===== config.mk =====
export PLATFORM = sky130hd
export DESIGN_NAME = irq_prio_ctrl
export DESIGN_NICKNAME = d
export VERILOG_FILES = /design/src/rtl/irq_prio_pkg.sv /design/src/rtl/prio_regs.sv /design/src/rtl/prio_arbiter.sv /design/src/rtl/evt_reg.sv /design/src/rtl/irq_prio_ctrl.sv
export SDC_FILE = /design/constraint.sdc
export NUM_CORES = 1
export LEC_CHECK = 0
export ABC_AREA = 1
export CORE_MARGIN = 5
export CORE_UTILIZATION = 45
export DETAILED_ROUTE_END_ITERATION = 8
export GPL_TIMING_DRIVEN = 1
export PLACE_DENSITY = 0.75
export SETUP_SLACK_MARGIN = 0.05
export SLEW_MARGIN = 10
export SYNTH_ARGS = -nofsm -noshare
export SYNTH_HDL_FRONTEND = slang
export SYNTH_SLANG_ARGS = --single-unit

===== constraint.sdc =====
create_clock -name clk_i -period 18.1 [get_ports clk_i]
set_input_delay 4.525 -clock clk_i [delete_from_list [all_inputs] [get_ports clk_i]]
set_output_delay 4.525 -clock clk_i [all_outputs]
set_load 0.02 [all_outputs]

===== src/rtl/irq_prio_pkg.sv =====
package irq_prio_pkg;
  localparam int unsigned CODE_W    = 8;
  localparam int unsigned EVT_SHIFT = 5;
  localparam int unsigned EVT_W     = CODE_W + EVT_SHIFT;
  localparam logic [CODE_W-1:0] NMI_CODE      = 8'h0E;
  localparam logic [CODE_W-1:0] EXT_CODE_BASE = 8'h40;

  function automatic logic [EVT_W-1:0] shift_code(input logic [CODE_W-1:0] c);
    return {c, {EVT_SHIFT{1'b0}}};
  endfunction
endpackage


===== src/rtl/prio_regs.sv =====
module prio_regs #(
  parameter int unsigned N_EXT  = 8,
  parameter int unsigned PRIO_W = 4,
  localparam int unsigned ADDR_W = (N_EXT > 1) ? $clog2(N_EXT) : 1
) (
  input  logic                          clk_i,
  input  logic                          rst_ni,
  input  logic                          we_i,
  input  logic [ADDR_W-1:0]             addr_i,
  input  logic [PRIO_W-1:0]             wdata_i,
  output logic [N_EXT-1:0][PRIO_W-1:0]  prio_o
);
  for (genvar g = 0; g < N_EXT; g++) begin : g_src
    always_ff @(posedge clk_i or negedge rst_ni) begin
      if (!rst_ni)                                 prio_o[g] <= '0;
      else if (we_i && (addr_i == ADDR_W'(g)))     prio_o[g] <= wdata_i;
    end
  end
endmodule


===== src/rtl/prio_arbiter.sv =====
module prio_arbiter
  import irq_prio_pkg::*;
#(
  parameter int unsigned N_EXT  = 8,
  parameter int unsigned PRIO_W = 4,
  localparam int unsigned IDX_W = (N_EXT > 1) ? $clog2(N_EXT) : 1
) (
  input  logic [N_EXT-1:0]              req_i,
  input  logic [N_EXT-1:0][PRIO_W-1:0]  prio_i,
  input  logic                          nmi_i,
  input  logic                          dbg_i,
  output logic                          valid_o,
  output logic                          is_dbg_o,
  output logic [EVT_W-1:0]              code_o
);
  logic [PRIO_W-1:0] best_p;
  logic [IDX_W-1:0]  best_i;
  logic              ext_hit;

  // strict compare: ties keep the lower index, level 0 never wins
  always_comb begin
    best_p  = '0;
    best_i  = '0;
    ext_hit = 1'b0;
    for (int i = 0; i < N_EXT; i++) begin
      if (req_i[i] && (prio_i[i] > best_p)) begin
        best_p  = prio_i[i];
        best_i  = IDX_W'(i);
        ext_hit = 1'b1;
      end
    end
  end

  always_comb begin
    valid_o  = dbg_i | nmi_i | ext_hit;
    is_dbg_o = dbg_i;
    if (dbg_i)        code_o = '0;
    else if (nmi_i)   code_o = shift_code(NMI_CODE);
    else if (ext_hit) code_o = shift_code(EXT_CODE_BASE + CODE_W'(best_i));
    else              code_o = '0;
  end
endmodule


===== src/rtl/evt_reg.sv =====
module evt_reg
  import irq_prio_pkg::*;
(
  input  logic             clk_i,
  input  logic             rst_ni,
  input  logic             load_i,
  input  logic [EVT_W-1:0] code_i,
  output logic [EVT_W-1:0] evt_o
);
  always_ff @(posedge clk_i or negedge rst_ni) begin
    if (!rst_ni)     evt_o <= '0;
    else if (load_i) evt_o <= code_i;
  end


  evt_low_zero_chk: assert property (@(posedge clk_i) disable iff (!rst_ni)
    evt_o[EVT_SHIFT-1:0] == '0);
endmodule


===== src/rtl/irq_prio_ctrl.sv =====
module irq_prio_ctrl
  import irq_prio_pkg::*;
#(
  parameter int unsigned N_EXT  = 8,
  parameter int unsigned PRIO_W = 4,
  localparam int unsigned ADDR_W = (N_EXT > 1) ? $clog2(N_EXT) : 1
) (
  input  logic              clk_i,
  input  logic              rst_ni,
  input  logic              prio_we_i,
  input  logic [ADDR_W-1:0] prio_addr_i,
  input  logic [PRIO_W-1:0] prio_wdata_i,
  input  logic [N_EXT-1:0]  ext_req_i,
  input  logic              nmi_i,
  input  logic              dbg_i,
  input  logic              ack_i,
  output logic              irq_o,
  output logic              dbg_o,
  output logic [EVT_W-1:0]  code_o,
  output logic [EVT_W-1:0]  evt_o
);
  logic [N_EXT-1:0][PRIO_W-1:0] prio;

  prio_regs #(.N_EXT(N_EXT), .PRIO_W(PRIO_W)) i_regs (
    .clk_i   (clk_i),
    .rst_ni  (rst_ni),
    .we_i    (prio_we_i),
    .addr_i  (prio_addr_i),
    .wdata_i (prio_wdata_i),
    .prio_o  (prio)
  );

  prio_arbiter #(.N_EXT(N_EXT), .PRIO_W(PRIO_W)) i_arb (
    .req_i    (ext_req_i),
    .prio_i   (prio),
    .nmi_i    (nmi_i),
    .dbg_i    (dbg_i),
    .valid_o  (irq_o),
    .is_dbg_o (dbg_o),
    .code_o   (code_o)
  );

  evt_reg i_evt (
    .clk_i  (clk_i),
    .rst_ni (rst_ni),
    .load_i (ack_i & irq_o & ~dbg_o),
    .code_i (code_o),
    .evt_o  (evt_o)
  );


  nmi_wins_chk: assert property (@(posedge clk_i) disable iff (!rst_ni)
    (nmi_i && !dbg_i) |-> (irq_o && !dbg_o && code_o == shift_code(NMI_CODE)));

  dbg_wins_chk: assert property (@(posedge clk_i) disable iff (!rst_ni)
    dbg_i |-> (irq_o && dbg_o && code_o == '0));

  idle_code_chk: assert property (@(posedge clk_i) disable iff (!rst_ni)
    !irq_o |-> (code_o == '0));

  evt_load_chk: assert property (@(posedge clk_i) disable iff (!rst_ni)
    (ack_i && irq_o && !dbg_o) |=> (evt_o == $past(code_o)));

  evt_hold_chk: assert property (@(posedge clk_i) disable iff (!rst_ni)
    (ack_i && (dbg_o || !irq_o)) |=> $stable(evt_o));

  mask_chk: assert property (@(posedge clk_i) disable iff (!rst_ni)
    (irq_o && !nmi_i && !dbg_i) |-> ((ext_req_i & ~N_EXT'(0)) != '0));
endmodule


==> impl_metrics.ini <==
[drt]
viasPerCell = 4.955
wl_per_cell_um = 12.57
firstDrtPassIters = 4
postRouteAntennaNets = 0
drt_iter0_markers = 150
drc = 0
drt-total-wl_um = 6437
num_vias = 2537

[power]
powerDensity_mw_per_mm2 = 184.2
power.leakage_nw = 1.879
ir_drop_uv = 127.5

[floorplan]
rows = 29
die_h_um = 90.89
die_w_um = 90.89
design.die.area_mm2 = 0.008260
core_area_mm2 = 0.006350
start_util = 0.4636
pin_count = 49

[layout]
syn_to_final_growth_pct = 15.94
fin_nets = 479
antenna_cells = 0
ff_latch_area_um2 = 925.9
final_layout_size_suffix_gt1_frac = 0.1356
fillCellCount = 603
multi_input_area_mm2 = 0.001698
final_util = 0.5375

[synth]
synth_area_mm2 = 0.002944
synth_compound_area_frac = 0.1347
ys_ff_latch = 37
synth_xor_area_frac = 0
ys_seq_area_frac = 0.3145
synth-edff-count = 0
synth_mux_area_frac = 0
synthTopCellsByArea = dfrtp_1, nand2_1, ha_1, inv_1, o21ai_0
synth_cells = 396
synth-simple-area-share = 0.3124
async_flop_share = 1.000
synth_adder_area_share = 0.1020
yosys.area.top_type_share = 0.3145
synth_top_family_by_area = simple AND/OR/NAND/NOR gates
synth-main-ff-cell = dfrtp_1
yosysWarnings = 0
ys_types = 27
syn_avg_cell_area_um2 = 7.435
synth_top_area_cell = dfrtp_1

[place]
dpl.hpwl_um = 4938
port_buffers = 32
place.gp.congestion = 0.8834

[status]
status = completed

[timing]
finalCriticalPeriod_ns = 17.33
setup-tns-final_ns = 0
finalHoldViolations = 0
setup_violations = 0
finalMaxSlewViolations = 0
slew_headroom = 0.5362
worst_slew_pin_slew_ns = 0.6903
rsz0062_at_grt = false
min_period_over_period = 0.9575
fin_skew_ns = 0.009329
fmax_ghz = 0.05770

[worst_setup_path]
rr_worst_depth = 61
required_ns = 13.57
rrSetupSlack_ns = 9.65
crit_buf_inv = 9
cp_slowest_cell = clkdlybuf4s50_1
critPathLaunch = ext_req_i[0]
cp_num_cells = 58
critPathLaunchType = input pin
cp_data_arrival_time_ns = 12.80
cp_top_family = simple AND/OR/NAND/NOR gates
slowest_delay_ns = 0.47
timing.rr.end = i_evt.evt_o[6]
path_class = input pin to output pin
r2r_start = i_regs.prio_o[3]
end_kind = output pin
path_max_fanout = 13

[cts]
hold_buffers = 0
ctsLongestPathBuffers = 2
cts_root_buf = clkbuf_8
clkTransAtPathRegs_ns = 0.07
numCtsBuffers = 5
cts.htree.levels = 2
clock_latency_ns = 0.30
cts_sinks = 37
cts_tree = yes

[hold_path]
hold_start = i_regs.prio_o[4]
hold_depth = 2
hp-class = flop to flop
hold_path_end = i_regs.prio_o[4]

[grt]
grt_antenna_before_repair = 0
grt_pass1_vias = 2322
grt_use_total = 0.1559
grt_max_degree = 38
grt_pass1_wl_um = 10700
overflow = 0

[flow_run]
drv_cap = 0
## cell families after synthesis
logic type	after synthesis
and+or+nand+nor	180
buffers and inverters	83
AOI/OAI and AO/OA	71
DFF	37
adders and majority gates	24
other	1
## state kept, by name, indices dropped and copies added, names as in the netlist
signal         flops
i_evt.evt_o        5
i_regs.prio_o     32
## repair_timing
item / in CTS / in global routing
setup buffers: 0 / 2
resized for setup: 0 / 10
setup endpoints to repair: 0 / 5
## report_power, final
| part | internal (W) | switching (W) |
|---|---|---|
| sequential | 0.000101 | 0.0000141 |
| clock | 0.0000344 | 0.0000304 |
| combinational | 0.000173 | 0.000276 |
## routing by layer
layer	track usage	vias up	wire length [µm]
li1	-	1315	-
met5	0	-	0
met3	0.01667	6	294
met1	0.2108	1155	2992
met4	0.04768	0	71
met2	0.2615	61	3078
## worst max path at each step
stage | end | slack, ns
after CTS | code_o[5] | 0.31
after global routing | code_o[5] | 0.07
final | code_o[5] | 0.77
after floorplan | code_o[5] | 2.17
after detailed placement | code_o[5] | 0.32
after global placement | code_o[5] | 0.55
## synthesized netlist by cell type (6+ instances only)
master and count:
o21bai_1 8, nand3_1 17, a21oi_1 8, dfrtp_1 37, inv_1 61, o21ai_0 43
nand4_1 7, nand2_2 18, o21ai_1 6, nand3_2 8, ha_1 24, nand2_1 95
nor2_1 19, buf_4 17
## placed cells by master, fill, tap and decap left out, drive strengths merged
cell type and count:
a21oi 8, buf 3, clkbuf 7, clkdlybuf4s50 27, clkinv 2, conb 16, dfrtp 37, dlymetal6s2s 5
ha 24, inv 62, nand2 118, nand3 26, nand4 8, nor2 28, nor3 1, o21a 1
o21ai 54, o21bai 8
## tightest hold or removal path: cells and delay by family (launching register included)
| kind | cells | cell delay, ns |
|---|---|---|
| flip-flops | 1 | 0.34 |
| AO/OA/AOI/OAI | 1 | 0.06 |
| AND/OR/NAND/NOR | 1 | 0.05 |
## area by class of cell
cell class                 count  share of cell area
clock buffer                   7             0.02823
clock inverter                 1            0.001466
inverter                      63             0.06928
multi-input combinational    292              0.4974
sequential                    37              0.2713
tap                           77             0.02823
timing repair buffer          35              0.1041
## through the flow
| stage | cells | power [W] | setup WS (ns) | cell area (µm²) | hold WS (ns) |
|---|---|---|---|---|---|
| 2_1_floorplan | 411 | 0.0004597 | 2.169 | 3000 | 0.4530 |
| 3_3_place_gp | 501 | 0.0005322 | 0.5481 | 3263 | 0.4564 |
| 3_5_place_dp | 501 | 0.0005444 | 0.3204 | 3263 | 0.4728 |
| 4_1_cts | 509 | 0.0006123 | 0.3079 | 3364 | 0.4915 |
| 5_1_grt | 512 | 0.0006963 | 0.07158 | 3413 | 0.5072 |
| 6_report | 512 | 0.0006287 | 0.7701 | 3413 | 0.4878 |
No activity file was read; power rests on OpenSTA's default activity.
